===== src/rtl/twb_tmo_pkg.sv =====
package twb_tmo_pkg;
    localparam int unsigned DEF_CNT_W = 24;

    typedef struct packed {
        logic scl;
        logic sda;
    } line_pair_t;
endpackage


===== src/rtl/twb_sync2.sv =====
module twb_sync2 #(
    parameter int unsigned WIDTH = 2
) (
    input  logic             clk,
    input  logic             rst,
    input  logic [WIDTH-1:0] din,
    output logic [WIDTH-1:0] dout
);
    logic [WIDTH-1:0] meta_q;
    logic [WIDTH-1:0] meta_d;
    logic [WIDTH-1:0] sync_q;
    logic [WIDTH-1:0] sync_d;

    always_comb begin
        meta_d = din;
        sync_d = meta_q;
    end

    always_ff @(posedge clk) begin
        if (rst) begin
            meta_q <= '1;
            sync_q <= '1;
        end else begin
            meta_q <= meta_d;
            sync_q <= sync_d;
        end
    end

    assign dout = sync_q;
endmodule


===== src/rtl/twb_low_guard.sv =====
module twb_low_guard #(
    parameter int unsigned CNT_W = 24
) (
    input  logic             clk,
    input  logic             rst,
    input  logic             scl_s,
    input  logic [CNT_W-1:0] lo_max_cyc,
    input  logic [CNT_W-1:0] rst_wait_cyc,
    output logic [CNT_W-1:0] low_cnt,
    output logic             tmo_flag,
    output logic             comm_rst
);
    typedef struct packed {
        logic [CNT_W-1:0] cnt;
        logic             fired;
        logic             tmo;
        logic [CNT_W-1:0] dly;
        logic             pulse;
    } low_st_t;

    low_st_t st_d;
    low_st_t st_q;

    always_comb begin
        st_d       = st_q;
        st_d.pulse = 1'b0;

        if (st_q.tmo) begin
            if (st_q.dly >= rst_wait_cyc) begin
                st_d.tmo   = 1'b0;
                st_d.pulse = 1'b1;
                st_d.dly   = '0;
            end else begin
                st_d.dly = st_q.dly + CNT_W'(1);
            end
        end

        if (scl_s) begin
            st_d.cnt   = '0;
            st_d.fired = 1'b0;
        end else begin
            if (st_q.cnt < lo_max_cyc) begin
                st_d.cnt = st_q.cnt + CNT_W'(1);
            end
            if (st_q.cnt >= lo_max_cyc && !st_q.fired) begin
                st_d.fired = 1'b1;
                st_d.tmo   = 1'b1;
                st_d.dly   = '0;
            end
        end
    end

    always_ff @(posedge clk) begin
        if (rst) begin
            st_q <= '0;
        end else begin
            st_q <= st_d;
        end
    end

    assign low_cnt  = st_q.cnt;
    assign tmo_flag = st_q.tmo;
    assign comm_rst = st_q.pulse;
endmodule


===== src/rtl/twb_idle_guard.sv =====
module twb_idle_guard #(
    parameter int unsigned CNT_W = 24
) (
    input  logic             clk,
    input  logic             rst,
    input  logic             scl_s,
    input  logic             sda_s,
    input  logic             start_req,
    input  logic [CNT_W-1:0] idle_min_cyc,
    output logic [CNT_W-1:0] hi_cnt,
    output logic             bus_free,
    output logic             start_grant
);
    typedef struct packed {
        logic [CNT_W-1:0] cnt;
        logic             used;
        logic             free;
        logic             grant;
    } idle_st_t;

    idle_st_t st_d;
    idle_st_t st_q;

    always_comb begin
        st_d       = st_q;
        st_d.grant = 1'b0;

        if (!(scl_s && sda_s)) begin
            st_d.cnt  = '0;
            st_d.used = 1'b0;
            st_d.free = 1'b0;
        end else begin
            if (st_q.cnt < idle_min_cyc) begin
                st_d.cnt = st_q.cnt + CNT_W'(1);
            end
            if (st_q.free && start_req) begin
                st_d.free  = 1'b0;
                st_d.used  = 1'b1;
                st_d.grant = 1'b1;
            end else if (st_q.cnt >= idle_min_cyc && !st_q.used) begin
                st_d.free = 1'b1;
            end
        end
    end

    always_ff @(posedge clk) begin
        if (rst) begin
            st_q <= '0;
        end else begin
            st_q <= st_d;
        end
    end

    assign hi_cnt      = st_q.cnt;
    assign bus_free    = st_q.free;
    assign start_grant = st_q.grant;
endmodule


===== src/rtl/twb_timeout_monitor.sv =====
module twb_timeout_monitor
    import twb_tmo_pkg::*;
#(
    parameter int unsigned CNT_W = DEF_CNT_W
) (
    input  logic             clk,
    input  logic             rst,
    input  logic             scl_raw,
    input  logic             sda_raw,
    input  logic             start_req,
    input  logic [CNT_W-1:0] lo_max_cyc,
    input  logic [CNT_W-1:0] rst_wait_cyc,
    input  logic [CNT_W-1:0] idle_min_cyc,
    output logic             tmo_flag,
    output logic             comm_rst,
    output logic             bus_free,
    output logic             start_grant
);
    localparam int unsigned LINES = $bits(line_pair_t);

    line_pair_t       raw_pair;
    line_pair_t       sync_pair;
    logic             scl_s;
    logic             sda_s;
    logic [CNT_W-1:0] low_cnt;
    logic [CNT_W-1:0] hi_cnt;

    assign raw_pair.scl = scl_raw;
    assign raw_pair.sda = sda_raw;

    twb_sync2 #(.WIDTH(LINES)) u_sync (
        .clk  (clk),
        .rst  (rst),
        .din  (raw_pair),
        .dout (sync_pair)
    );

    assign scl_s = sync_pair.scl;
    assign sda_s = sync_pair.sda;

    twb_low_guard #(.CNT_W(CNT_W)) u_low (
        .clk          (clk),
        .rst          (rst),
        .scl_s        (scl_s),
        .lo_max_cyc   (lo_max_cyc),
        .rst_wait_cyc (rst_wait_cyc),
        .low_cnt      (low_cnt),
        .tmo_flag     (tmo_flag),
        .comm_rst     (comm_rst)
    );

    twb_idle_guard #(.CNT_W(CNT_W)) u_idle (
        .clk          (clk),
        .rst          (rst),
        .scl_s        (scl_s),
        .sda_s        (sda_s),
        .start_req    (start_req),
        .idle_min_cyc (idle_min_cyc),
        .hi_cnt       (hi_cnt),
        .bus_free     (bus_free),
        .start_grant  (start_grant)
    );
endmodule


===== config.mk =====
export PLATFORM = sky130hd
export DESIGN_NAME = twb_timeout_monitor
export DESIGN_NICKNAME = d
export VERILOG_FILES = /design/src/rtl/twb_tmo_pkg.sv /design/src/rtl/twb_sync2.sv /design/src/rtl/twb_low_guard.sv /design/src/rtl/twb_idle_guard.sv /design/src/rtl/twb_timeout_monitor.sv
export SDC_FILE = /design/constraint.sdc
export NUM_CORES = 1
export LEC_CHECK = 0
export BUFFER_PORTS_ARGS = -buffer_cell sky130_fd_sc_hd__clkbuf_2
export CORE_MARGIN = 4
export CORE_UTILIZATION = 30
export DETAILED_ROUTE_END_ITERATION = 12
export PLACE_DENSITY = 0.44
export SETUP_SLACK_MARGIN = 0.4
export SLEW_MARGIN = 10
export SYNTH_ARGS = -nofsm -noshare
export SYNTH_HDL_FRONTEND = slang
export SYNTH_SLANG_ARGS = --single-unit
export TNS_END_PERCENT = 100

===== constraint.sdc =====
create_clock -name clk -period 6.1 [get_ports clk]
set_clock_uncertainty 0.2 [all_clocks]
set_input_delay 0.915 -clock clk [delete_from_list [all_inputs] [get_ports clk]]
set_output_delay 0.915 -clock clk [all_outputs]
set_load 0.05 [all_outputs]

After elaboration in Yosys (flattened, before gate mapping)

Index checks and enable logic that the tools add are counted.

Register bits after elaboration: 82
Input bits: 77
Output and inout port bits: 4
Word-level logic and storage cells: 38

Add/subtract/negate cells: 3
Order comparisons: 5
Multiplexer cells: 7
Bitwise gates (word level): 2
Reductions and logical operators: 10

Operators with widths:

| operator              | count |
|---|---|
| $add 24x1->24 const B | 3 |
| $ge 24x24->1          | 3 |
| $mux 25               | 2 |
| $lt 24x24->1          | 2 |
| $mux 26               | 1 |
| $mux 24               | 1 |
| $reduce_or 2->1       | 3 |
| $logic_and 1x1->1     | 4 |
| $mux 1                | 3 |
| $reduce_or 3->1       | 1 |
| $logic_not 1->1       | 2 |
| $not 1->1             | 2 |

Logic depth before layout (Yosys ltp)

Word-level depth: 5
Gate-level depth with buffers: 11

Hierarchy

A second synthesis with hierarchy kept.

Cell total of the unflattened synthesis: 730
Area total of the unflattened synthesis: 5846.9 sq um

By module, submodules not included:

| module         | times used | cells each | area each (sq um) | seq. area each (sq um) |
|---|---|---|---|---|
| twb_low_guard  | 1          | 462        | 3701.0            | 1021.0 |
| twb_idle_guard | 1          | 260        | 2040.7            | 540.5 |
| twb_sync2      | 1          | 8          | 105.1             | 80.1 |

Least setup slack after synthesis

No wires, ideal clock.

Path type: input-to-reg
From: input lo_max_cyc[14]
To: register u_low.st_q[14] in the netlist's numbering
Setup time: 64 ps
Data arrival time: 3011 ps
Setup slack: 2825 ps
Cell stages on the path: 10
Buffers on the path: 2
Path through: inv_1 ha_1 a41o_1 a211o_1 a221o_1 clkbuf_1 o31ai_2 o211ai_2 buf_2 nor2_1

Cells in the longest elaborated chain, start to end: 4

RTL lines:

| item                   | line                      | text |
|---|---|---|
| start: declaration     | twb_timeout_monitor.sv:11 | `input logic [CNT_W-1:0] lo_max_cyc,` |
| $ge 24x24->1           | twb_low_guard.sv:45       | `if (st_q.cnt >= lo_max_cyc && !st_q.fired) begin` |
| $logic_and 1x1->1      | twb_low_guard.sv:45       |  |
| $mux 25                | twb_low_guard.sv:45       |  |
| $mux 25                | twb_low_guard.sv:38       | `if (scl_s) begin` |
| end signal: assignment | twb_low_guard.sv:57       | `st_q <= st_d;` |
| end: declaration       | twb_low_guard.sv:22       | `low_st_t st_q;` |

Every way passes these cells.
A chain may end at the register's enable or synchronous reset.

Worst setup path in the final report

From: input lo_max_cyc[14]
To: register u_low.st_q[12] in the netlist's numbering

Same word-level chain as after synthesis.

==> metrics.md <==
| Metric | Value |
|---|---|
| Initial antenna violation count | 0 |
| Routed wl met3 | 393 um |
| Asr flop ratio synth | 0 |
| Slew @ Worst Pin | 1.01 ns |
| Fillcell total | 1910 |
| Row count | 49 |
| Xor and xnor area share after synthesis | 0.0679 |
| Post-synth EDFFs | 0 |
| Crit-path max FO | 19 |
| Synthesized area | 5550 um^2 |
| Maximum VDD drop | 118 uV |
| Grt ovf | 0 |
| Crit path kind | input pin to flop |
| Drt drc | 0 |
| Vias in the first global route | 4990 |
| RSZ-0062 raised after global routing | no |
| First DRT Iteration DRCs | 190 |
| Critical Path End Type | flop |
| Setup TNS Final | 0 ns |
| Met1 WL | 6.32 mm |
| DIE HEIGHT | 144 um |
| Simple-Gate Fraction of Synth Area | 0.240 |
| CTS tree | yes |
| Worst Setup SP | lo_max_cyc[14] |
| Die W | 144 um |
| Setup-failing EPs final | 0 |
| HP Start | u_sync.meta_q[1]$_SDFF_PP1_ |
| Hold Path Class | flop to flop |
| Synth Flop Type | dfxtp_1 |
| Clock share of power | 0.449 |
| Synthesis Warnings | 0 |
| ANT cells | 0 |
| Switch Pwr | 0.000287 W |
| Routed vias/inst | 4.99 |
| Part of the power in registers | 0.476 |
| Clock buffer depth | 2 |
| Vias | 4993 |
| Post-route minimum period | 3.39 ns |
| Clk Latency, worst-skew pair | 0.34 ns |
| TritonCTS sink count | 82 |
| Status | completed |
| Max-slew headroom | 0.327 |
| Post-cts sizing count | 0 |
| PD cells | 178 nW/um^2 |
| Startpoint Class | input pin |
| # Max-Cap Violations | 0 |
| WL/cell | 13.5 um |
| Fin. Hold Viols | 0 |
| Highest clock rate | 295 MHz |
| Starting Density | 0.307 |
| DRT antenna net count | 0 |
| Combinational family with the most area after synthesis | simple AND/OR/NAND/NOR gates |
| Syn Inst Count | 693 |
| Post-synthesis sequential area ratio | 0.296 |
| P&R area growth vs syn | 16.4% |
| CTS HTree Levels | 3 |
| Cts bufs inserted | 9 |
| Syn_nets | 845 |
| Fin crit share | 0.556 |
| Syn_area_per_cell | 8.01 um^2 |
| CP required | 6.18 ns |
| Final Max Slew Viols | 0 |
| Compound-gate portion of the synthesized area | 0.147 |
| Clk root buf | clkbuf_16 |
| GRT Resource Usage Total | 0.136 |
| Combinational Power Share | 0.076 |
| Global-route wire length before repair | 23.0 mm |
| Cell internal pwr | 0.000860 W |
| I/O pin count | 81 |
| Final wirelength | 13.5 mm |
| Mux share of post-synthesis cell area | 0.0126 |
| Sw Ratio | 0.250 |
| HPWL after DPL | 10.6 mm |
| Synthesized-area fraction occupied by adder cells | 0.169 |
| Total setup buffers inserted after CTS | 0 |
| Synth unique cells | 49 |
| Largest net degree at the start of global routing | 25 |
| Port-buffer cells | 80 |
| Cts-stage hold buffer count | 0 |
| Final GP Congestion | 0.819 |
| Core Area | 18100 um^2 |
| Met2 WL post-DR | 6.61 mm |
| Worst R2R Start | u_low.low_cnt[14]$_SDFFE_PP0P_ |
| Top layer in use | met4 |
| P_leak | 2.99 nW |
| Pre-antenna DRT Iters | 5 |
| Number of synthesized register bits | 82 |
| Die area | 20700 um^2 |
| Layout Utilization | 0.357 |
| Final nets | 919 |
| CP arrival | 3.47 ns |
| Clk pin slew, worst setup/hold paths | 0.07 ns |
| Share of layout cells above drive strength 1 | 0.144 |
cell usage after synthesis (2+ instances only):
cell,n,area share
dfxtp_1,82,0.30
inv_1,79,0.053
ha_1,75,0.17
nor2_1,66,0.045
nand2_1,51,0.034
a21oi_1,37,0.033
nand3_1,34,0.031
xnor2_1,30,0.047
nand4_1,25,0.028
o21ai_0,25,0.023
or3_1,18,0.020
clkbuf_1,17,0.011
and3_1,16,0.018
a211oi_1,13,0.018
xor2_1,13,0.021
a21o_1,12,0.016
and4_1,8,0.013
nor3_1,8,0.0072
nor4_1,8,0.0090
a2111oi_0,7,0.011
mux2i_1,7,0.013
or2_2,7,0.0079
nor2b_1,6,0.0068
a21boi_0,5,0.0068
and2_1,5,0.0056
a31oi_1,4,0.0045
a221o_1,3,0.0054
a41o_1,3,0.0054
o31ai_1,3,0.0041
or4_1,3,0.0041
a211o_1,2,0.0032
buf_2,2,0.0018
nand2b_1,2,0.0023
o21a_1,2,0.0027
sequential cells by signal, indices dropped and copies added (netlist names):
name,count
u_low.st_q,25
u_idle.hi_cnt,24
u_low.low_cnt,24
u_sync.dout,2
u_sync.meta_q,2
u_idle.bus_free,1
u_idle.st_q,1
u_idle.start_grant,1
u_low.comm_rst,1
u_low.tmo_flag,1
cells by family (layout without fill, tap and decap cells):
group,count (synthesis),after routing
xor+xnor,43,43
fa+ha+maj,75,75
flops,82,82
simple gates,262,262
compound gates,124,124
buf+inv,100,179
mux,7,7
worst paths after layout:
path	to	slack [ns]	cells after the start
worst max-delay path	u_low.st_q[12]$_SDFF_PP0_	2.71	9
worst min-delay path	u_sync.dout[1]$_SDFF_PP1_	0.21	1
worst max register to register	u_low.st_q[12]$_SDFF_PP0_	2.96	7
worst min register to register	u_sync.dout[1]$_SDFF_PP1_	0.21	1
power by group through the flow:
stage | registers, W | logic (W) | clock network [W]
3_3_place_gp | 0.000558 | 0.0000850 | 0
6_report | 0.000546 | 0.0000867 | 0.000514
2_1_floorplan | 0.000556 | 0.0000509 | 0
5_1_grt | 0.000546 | 0.000103 | 0.000550
3_5_place_dp | 0.000558 | 0.0000883 | 0
4_1_cts | 0.000545 | 0.0000892 | 0.000534
layer usage:
metal | up-vias | track usage
met3 | 15 | 0.0265
met4 | 0 | 0.0416
li1 | 2596 | -
met5 | - | 0
met2 | 64 | 0.235
met1 | 2318 | 0.171
through the flow:
step                instances  worst slack (ns)  hold slack (ns)  instance area [um^2]  power, W
floorplan                 693              2.82            0.189                  5550  0.000606
global placement          985              2.37            0.200                  6190  0.000643
detailed placement        985              2.32            0.196                  6190  0.000646
CTS                      1001              2.67            0.210                  6460   0.00117
global route             1001              2.41            0.239                  6460   0.00120
finish                   1001              2.71            0.208                  6460   0.00115
cell type report:
cell class                      count  area (um^2)  share of cell area
Clock buffer                       11          233              0.0360
Sequential cell                    82         1640               0.254
Inverter                           80          300              0.0465
Timing Repair Buffer               83          423              0.0655
Multi-Input combinational cell    511         3540               0.547
Tap cell                          229          287              0.0444
Clock inverter                      5         38.8             0.00601
worst max-delay path, cell delays in order:
cell and delay (ns):
clkbuf_2 0.07, inv_1 0.03, ha_1 0.32, a41o_1 0.25, a211o_1 0.29, a221o_1 0.54, o31ai_2 0.39, o211ai_2 0.44
nor2_1 0.21
cell usage in the layout (no fill, tap or decap), types with 6 or more instances in the layout:
master and count:
dfxtp_1 82, clkbuf_2 80, inv_1 79, ha_1 75
nor2_1 66, nand2_1 51, a21oi_1 37, nand3_1 34
xnor2_1 30, nand4_1 25, o21ai_0 25, or3_1 18
and3_1 16, a211oi_1 13, xor2_1 13, a21o_1 12
clkbuf_16 9, nor4_1 8, and4_1 8, or2_2 7
mux2i_1 7, nor3_1 7, a2111oi_0 7, nor2b_1 6
(Power assumes the default switching activity.)
